==> src/rtl/bcu_pkg.sv <==
package bcu_pkg;
    localparam int NFLAGS     = 4;
    localparam int FLAG_SEL_W = $clog2(NFLAGS);
    localparam int FLAG_Z     = 0;
    localparam int FLAG_C     = 1;
    localparam int FLAG_V     = 2;
    localparam int FLAG_N     = 3;

    typedef enum logic [3:0] {
        OP_FSET = 4'd0,
        OP_FCLR = 4'd1,
        OP_BEQ  = 4'd2,
        OP_BNE  = 4'd3,
        OP_BNZ  = 4'd4,
        OP_BZR  = 4'd5,
        OP_JABS = 4'd6,
        OP_JREG = 4'd7,
        OP_JALA = 4'd8,
        OP_JALR = 4'd9
    } br_op_e;

    typedef enum logic [1:0] {
        TGT_SEQ = 2'd0,
        TGT_REL = 2'd1,
        TGT_ABS = 2'd2,
        TGT_REG = 2'd3
    } tgt_sel_e;
endpackage

==> src/rtl/bcu_flags.sv <==
module bcu_flags
    import bcu_pkg::*;
(
    input  logic              clk,
    input  logic              rst_n,
    input  logic              alu_valid,
    input  logic [NFLAGS-1:0] alu_flags,
    output logic [NFLAGS-1:0] flags
);
    for (genvar i = 0; i < NFLAGS; i++) begin : g_flag
        always_ff @(posedge clk) begin
            if (!rst_n)
                flags[i] <= 1'b0;
            else if (alu_valid)
                flags[i] <= alu_flags[i];
        end
    end

    // flags follow the ALU only when an operation completes
    p_flag_load_r2: assert property (@(posedge clk) disable iff (!rst_n)
        alu_valid |=> flags == $past(alu_flags));
    p_flag_hold_r2: assert property (@(posedge clk) disable iff (!rst_n)
        !alu_valid |=> $stable(flags));
endmodule

==> src/rtl/bcu_cond.sv <==
module bcu_cond
    import bcu_pkg::*;
#(
    parameter int XLEN = 32
) (
    input  logic [3:0]            op,
    input  logic [FLAG_SEL_W-1:0] flag_sel,
    input  logic [NFLAGS-1:0]     flags,
    input  logic [XLEN-1:0]       rs1,
    input  logic [XLEN-1:0]       rs2,
    output logic                  taken,
    output logic                  link,
    output tgt_sel_e              tgt_sel
);
    logic sel_flag;
    logic regs_eq;
    logic rs1_zero;

    assign sel_flag = flags[flag_sel];
    assign regs_eq  = (rs1 == rs2);
    assign rs1_zero = (rs1 == '0);

    always_comb begin
        taken   = 1'b0;
        link    = 1'b0;
        tgt_sel = TGT_SEQ;
        case (br_op_e'(op))
            OP_FSET: taken = sel_flag;
            OP_FCLR: taken = !sel_flag;
            OP_BEQ:  taken = regs_eq;
            OP_BNE:  taken = !regs_eq;
            OP_BNZ:  taken = !rs1_zero;
            OP_BZR:  taken = rs1_zero;
            OP_JABS: begin taken = 1'b1; tgt_sel = TGT_ABS; end
            OP_JREG: begin taken = 1'b1; tgt_sel = TGT_REG; end
            OP_JALA: begin taken = 1'b1; tgt_sel = TGT_ABS; link = 1'b1; end
            OP_JALR: begin taken = 1'b1; tgt_sel = TGT_REG; link = 1'b1; end
            default: taken = 1'b0;
        endcase
        if (taken && tgt_sel == TGT_SEQ)
            tgt_sel = TGT_REL;
    end
endmodule

==> src/rtl/bcu_target.sv <==
module bcu_target
    import bcu_pkg::*;
#(
    parameter int XLEN       = 32,
    parameter int INSN_BYTES = 4
) (
    input  tgt_sel_e        tgt_sel,
    input  logic [XLEN-1:0] pc,
    input  logic [XLEN-1:0] imm,
    input  logic [XLEN-1:0] rs1,
    output logic [XLEN-1:0] next_pc,
    output logic [XLEN-1:0] seq_pc
);
    localparam logic [XLEN-1:0] STEP = XLEN'(INSN_BYTES);

    assign seq_pc = pc + STEP;

    always_comb begin
        unique case (tgt_sel)
            TGT_SEQ: next_pc = seq_pc;
            TGT_REL: next_pc = pc + imm;
            TGT_ABS: next_pc = imm;
            TGT_REG: next_pc = rs1;
        endcase
    end
endmodule

==> src/rtl/branch_resolve_unit.sv <==
module branch_resolve_unit
    import bcu_pkg::*;
#(
    parameter int XLEN       = 32,
    parameter int INSN_BYTES = 4
) (
    input  logic            clk,
    input  logic            rst_n,
    input  logic            alu_valid,
    input  logic [3:0]      alu_flags,
    input  logic            br_valid,
    input  logic [3:0]      br_op,
    input  logic [1:0]      br_flag_sel,
    input  logic [XLEN-1:0] br_pc,
    input  logic [XLEN-1:0] br_imm,
    input  logic [XLEN-1:0] br_rs1,
    input  logic [XLEN-1:0] br_rs2,
    output logic            res_valid,
    output logic            res_taken,
    output logic [XLEN-1:0] res_target,
    output logic            res_link_we,
    output logic [XLEN-1:0] res_link
);
    logic [NFLAGS-1:0] cc_q;
    logic              c_taken;
    logic              c_link;
    tgt_sel_e          c_tgt;
    logic [XLEN-1:0]   c_next;
    logic [XLEN-1:0]   c_seq;

    bcu_flags u_flags (
        .clk       (clk),
        .rst_n     (rst_n),
        .alu_valid (alu_valid),
        .alu_flags (alu_flags),
        .flags     (cc_q)
    );

    bcu_cond #(.XLEN(XLEN)) u_cond (
        .op       (br_op),
        .flag_sel (br_flag_sel),
        .flags    (cc_q),
        .rs1      (br_rs1),
        .rs2      (br_rs2),
        .taken    (c_taken),
        .link     (c_link),
        .tgt_sel  (c_tgt)
    );

    bcu_target #(.XLEN(XLEN), .INSN_BYTES(INSN_BYTES)) u_target (
        .tgt_sel (c_tgt),
        .pc      (br_pc),
        .imm     (br_imm),
        .rs1     (br_rs1),
        .next_pc (c_next),
        .seq_pc  (c_seq)
    );

    always_ff @(posedge clk) begin
        if (!rst_n) begin
            res_valid   <= 1'b0;
            res_taken   <= 1'b0;
            res_link_we <= 1'b0;
            res_target  <= '0;
            res_link    <= '0;
        end else begin
            res_valid   <= br_valid;
            res_taken   <= br_valid && c_taken;
            res_link_we <= br_valid && c_link;
            if (br_valid) begin
                res_target <= c_next;
                res_link   <= c_seq;
            end
        end
    end

    // one result per request, one cycle later
    p_no_spurious_r9: assert property (@(posedge clk) disable iff (!rst_n)
        !br_valid |=> !res_valid);
    p_result_follows_r9: assert property (@(posedge clk) disable iff (!rst_n)
        br_valid |=> res_valid);
    // every jump op resolves as taken
    p_jump_taken_r7: assert property (@(posedge clk) disable iff (!rst_n)
        (br_valid && br_op >= 4'd6 && br_op <= 4'd9) |=> res_taken);
    // a link write only accompanies a taken transfer
    p_link_taken_r8: assert property (@(posedge clk) disable iff (!rst_n)
        res_link_we |-> (res_valid && res_taken));
    // not-taken resolves to the sequential address
    p_seq_next_r6: assert property (@(posedge clk) disable iff (!rst_n)
        (res_valid && !res_taken) |-> res_target == res_link);
endmodule

==> config.mk <==
export PLATFORM = sky130hd
export DESIGN_NAME = branch_resolve_unit
export DESIGN_NICKNAME = d
export VERILOG_FILES = /design/src/rtl/bcu_pkg.sv /design/src/rtl/bcu_flags.sv /design/src/rtl/bcu_cond.sv /design/src/rtl/bcu_target.sv /design/src/rtl/branch_resolve_unit.sv
export SDC_FILE = /design/constraint.sdc
export NUM_CORES = 1
export LEC_CHECK = 0
export ABC_AREA = 1
export BUFFER_PORTS_ARGS = -buffer_cell sky130_fd_sc_hd__buf_2
export CORE_ASPECT_RATIO = 1.5
export CORE_MARGIN = 5
export CORE_UTILIZATION = 55
export DETAILED_ROUTE_END_ITERATION = 16
export GPL_TIMING_DRIVEN = 0
export MAX_ROUTING_LAYER = met4
export PLACE_DENSITY = 0.93
export RECOVER_POWER = 50
export SYNTH_ARGS = -nofsm -noshare
export SYNTH_HDL_FRONTEND = slang
export SYNTH_SLANG_ARGS = --single-unit
==> constraint.sdc <==
create_clock -name clk -period 2.2 [get_ports clk]
set_input_delay 0.11 -clock clk [delete_from_list [all_inputs] [get_ports clk]]
set_output_delay 0.11 -clock clk [all_outputs]
set_load 0.03 [all_outputs]
---- Word level (Yosys, flattened, before mapping) ----
Cells that the tools add are included.
word-level totals
  bits in registers ....................... 71
  bits of input ports ..................... 142
  output and inout bits ................... 67
  word-level logic and storage cells ...... 46
cells by class
  add/sub/neg operators ................... 2
  $lt $le $gt $ge ......................... 1
  equality and inequality tests ........... 13
  muxes and demuxes ....................... 7
  reductions and logical operators ........ 14
operators with widths
  operator                                                                       count
  32-bit case mux with 4 select lines                                            1
  32-bit by 3-bit adder with 32-bit output (second input constant)               1
  32-bit adder                                                                   1
  32-bit equality test                                                           1
  32-bit logical NOT                                                             1
  4-bit by 3-bit equality test with 1-bit output (second input constant)         4
  4-bit by 2-bit equality test with 1-bit output (second input constant)         2
  4-bit equality test (second input constant)                                    2
  1-bit case mux with 7 select lines                                             1
  2-bit OR reduction                                                             3
  2-bit equality test (second input constant)                                    2
  4-bit by 1-bit equality test with 1-bit output (second input constant)         1
  2-bit logical NOT                                                              2
  4-bit logical NOT                                                              1
  2-bit case mux with 2 select lines                                             1
  4-bit OR reduction                                                             1
  1-bit logical AND                                                              3
  1-bit logical NOT                                                              3
  2-bit by 3-bit less-than comparator with 1-bit output (second input constant)  1
  1-bit binary-select mux with 2-bit select                                      1
  2-bit by 1-bit equality test with 1-bit output (second input constant)         1
  1-bit 2-to-1 mux                                                               2
  2-bit 2-to-1 mux                                                               1

---- Logic depth before layout (Yosys ltp) ----
  depth after elaboration ................. 8
  gate-level depth with buffers ........... 17
  mapped depth without buffers ............ 16

---- Hierarchy ----
Synthesis repeated with hierarchy kept, for this count alone.
second synthesis, totals
  cell total of the unflattened synthesis .. 1,420
  area, all modules ....................... 7,557.2 um^2
by module, submodules not included
  module               instances  cells an instance  area an instance (um^2)  seq. area each (um^2)
  bcu_target           1          816                3,918.8                  0.0
  branch_resolve_unit  1          414                2,701.3                  1,341.3
  bcu_cond             1          165                770.7                    0.0
  bcu_flags            1          25                 166.4                    80.1

---- Worst setup path before layout ----
Ideal clock, no wire load.
  path type ............................... input to register
  start ................................... input port br_pc[0]
  end ..................................... register res_target[28]
  library setup time ...................... 0.071 ns
  data arrival time ....................... 1.735 ns
  required time ........................... 2.129 ns
  slack ................................... 0.394 ns
  stages .................................. 13
  buffers on the path ..................... 0
  cell sequence ........................... ha_1 fa_1 nand3_1 nand3_1 nand3_1 nand3_1 nand2_1 nand2_1 nand2_1 nand2_1 o211ai_1 nand2_1 a21oi_2
on the way
  word-level cells in the longest chain between the ends .. 2
  elaborated cells on any way between the ends .. 3
  those cells by class .................... add/sub: 2; mux: 1
ends and longest elaborated chain
  what                                                                             RTL line                            source
  start: declaration                                                               branch_resolve_unit.sv:14           input logic [XLEN-1:0] br_pc,
  32-bit adder / 32-bit by 3-bit adder with 32-bit output (equally long branches)  bcu_target.sv:21, bcu_target.sv:16
  32-bit case mux with 4 select lines (*)                                          bcu_target.sv:19                    unique case (tgt_sel)
  end signal: assignment                                                           branch_resolve_unit.sv:71           res_target <= c_next;
  end: declaration                                                                 branch_resolve_unit.sv:20           output logic [XLEN-1:0] res_target,
Every way passes the cells marked *; elsewhere a longest branch is shown, timed or not.
A chain may end at the register's enable or synchronous reset.

---- Worst setup path after layout ----
  start ................................... input port br_pc[13]
  end ..................................... register res_target[31]
The elaborated chain is that of the path after synthesis.

==> impl_metrics.py <==
metrics = {
    "routing": {
        "drt-vias-per-instance": 5.304,
        "dr.pass1.iters": 8,
        "num_vias": 9680,
        "dr.first_iter.drc_count": 668,
        "antenna_violating_nets_post_route": 0,
        "wl_per_cell_um": 16.41,
        "drcViolationCount": 0,
        "drt_wl_total_um": 29950,
    },
    "yosys": {
        "ys_top_cells_by_area": "nand2_1, dfxtp_1, inv_1, ha_1, nand3_1",
        "synth-edff-count": 0,
        "mappedNetlistArea_um2": 8059,
        "synthesis.area_per_instance_um2": 5.736,
        "ys_seq_area_share_pct": 17.64,
        "postSynthCellCount": 1405,
        "synth_commonest_cells": "nand2_1, inv_1, nor2_1",
        "synth.top_cell.area_share_pct": 22.40,
        "yosysTopAreaCell": "nand2_1",
        "synth.distinct_cells": 39,
        "ys_ff_latch": 71,
        "ys.warnings.count": 0,
        "synth_nets": 1580,
        "synthArstFlopShare_pct": 0,
        "synth_most_common_cell": "nand2_1",
        "postSynth.topFlopCell": "dfxtp_1",
    },
    "worst_setup_path": {
        "startpoint_type": "input port",
        "critPathCaptureType": "register",
        "critPathArrivalTime_ns": 2.38,
        "setup.reg_to_reg.worst_slack_ns": 0.27,
        "ff2ff_path_depth": 13,
        "regToRegStartpoint": "u_flags.flags[3]",
        "critPathKind": "input port to register",
        "critPathMaxFanout": 4,
        "worst_r2r_endpoint": "res_target[26]",
        "cp.required_ns": 2.46,
    },
    "clocking": {
        "h-tree-depth": 3,
        "post_cts_resized": 0,
        "cts.repair_timing.setup_buffer_count": 0,
        "cts.sink_count": 71,
        "tritoncts": "done",
        "numCtsBuffers": 9,
        "clock_slew_at_the_register_clock_pins_of_the_worst_setup_and_hold_paths_ns": 0.05,
        "cts-hold-fix-buffers": 0,
        "cts_buffer_depth": 2,
        "worst_skew_pair.late_latency_ns": 0.33,
        "buffer_type_at_the_clock_tree_root": "clkbuf_16",
    },
    "sta": {
        "finalSetupViolations": 0,
        "max_freq_mhz": 472.9,
        "slew_viol_final": 0,
        "endpoints_failing_hold": 0,
        "max_slew_margin_pct": 52.20,
        "fin_skew_ns": 0.006277,
        "period_minus_slack_ns": 2.114,
        "fin_crit_sh_pct": 96.11,
        "worst-slew-pin-transition_ns": 0.7170,
        "finalHoldWorstSlack_ns": 0.004688,
        "grt_setup_unrepaired": "no",
        "least_setup_slack_across_all_paths_after_layout_ns": 0.08558,
    },
    "floorplan": {
        "fp-row-count": 54,
        "io_pins": 209,
        "die_height_um": 158.3,
        "floorplan.initialDensity_pct": 55.74,
        "core_area_um2": 14460,
        "width_of_the_die_um": 108.8,
        "total_die_area_um2": 17220,
    },
    "global_routing": {
        "global_route.usage.total_pct": 35.35,
        "grt_max_degree": 12,
        "antenna_found_initial": 1,
        "first_pass_grt_wire_length_um": 45990,
        "first_global_vias": 9407,
        "globalRouteOverflowTotal": 0,
    },
    "placement": {
        "port-buffer-count": 208,
        "place.gp.congestion": 0.9963,
        "pre_cts_ws_ns": -0.1671,
        "place_hpwl_um": 25710,
        "placed_cells": 1809,
    },
    "layout": {
        "areaGrowthSynthToFinish_pct": 18.13,
        "drive_gt1_share_pct": 15.97,
        "final_net_count": 1799,
        "final_cell_utilization_of_the_core_pct": 65.84,
        "instances_no_fill": 1825,
    },
    "pwr": {
        "p_per_area_nw_per_um2": 498.4,
        "fin_total_pwr_mw": 4.745,
        "ir_drop_uv": 381.8,
        "lkg_pwr_nw": 5.313,
    },
    "outcome": {
        "outcome": "finished clean",
    },
    "flow_run": {
        "cap_violations": 0,
    },
    "worst_hold_path": {
        "hold_path_end": "u_flags.flags[1]",
        "hp-start": "alu_flags[1]",
        "min-delay-path-class": "input port to register",
        "holdPathStages": 3,
    },
}
[cell type report]
type	count	area [um^2]
multi-input cells	987	5254
well taps	196	245.2
repair buffers	208	957.2
inverters	305	1145
diodes	1	2.502
fillers	1443	4938
clock inverters	3	21.27
plain buffers	42	237.7
clock buffers	12	236.5
flip-flops and latches	71	1421
[power by group]
group / total (mW) / internal (mW) / switching [mW]
combinational: 1.99 / 0.652 / 1.34
clock: 1.30 / 0.758 / 0.542
sequential: 1.45 / 1.39 / 0.0612
total: 4.74 / 2.80 / 1.95
[cells by family after synthesis]
family	count (synthesis)	share of synthesized area (%)
AO/OA/AOI/OAI	160	13.82
XOR/XNOR	56	6.086
adder cells (fa/ha/maj)	33	5.217
buffers and inverters	347	17.20
flip-flops	71	17.64
AND/OR/NAND/NOR	738	40.04
[stage by stage]
stage | TNS [ns] | area, um^2
CTS | 0 | 9603
global route | 0 | 9520
global placement | -0.5325 | 9345
finish | 0 | 9520
detailed placement | -0.6154 | 9345
floorplan | 0 | 8059
[worst max-delay path, stage by stage]
cell      delay (ns)
buf_2           0.15
ha_1            0.37
nand2_1         0.13
nor2_1          0.33
and2_1          0.18
nand2_1         0.05
nand2_1         0.21
nand2_1         0.11
nand3_1         0.08
nand2_1         0.08
o211ai_1        0.34
nand2_1         0.11
a21oi_2         0.13
[registers in the layout (all words and copies together) (netlist names)]
| register | cells |
|---|---|
| res_target | 32 |
| res_valid | 1 |
| u_flags.flags | 4 |
| res_link_we | 1 |
| res_taken | 1 |
| res_link | 32 |
[worst max-delay path by stage]
| stage | cells after the start | end | start | slack [ns] |
|---|---|---|---|---|
| detailed placement | 13 | res_target[31] | br_pc[13] | -0.17 |
| CTS | 13 | res_target[31] | br_pc[13] | 0.17 |
| finish | 13 | res_target[31] | br_pc[13] | 0.09 |
| global route | 15 | res_target[31] | br_pc[2] | 0.02 |
| floorplan | 13 | res_target[28] | br_pc[0] | 0.39 |
| global placement | 14 | res_target[16] | br_pc[0] | -0.15 |
[routing by layer]
layer	vias to the layer above	global-route usage (%)	share of wire, %
met5	-	-	0
met4	0	24.25	7.8
met3	128	2.961	6.9
met2	473	62.19	50
met1	4290	37.16	35
li1	4789	-	-
[cells in the final DEF (no fill, tap or decap), types with 32 or more instances in the layout]
cell,count
nand2_1,481
inv_1,296
buf_2,148
nor2_1,92
clkbuf_1,90
nand3_1,77
dfxtp_1,71
o211ai_1,49
o21ai_0,40
xnor2_1,36
ha_1,32
(Power assumes the default switching activity.)
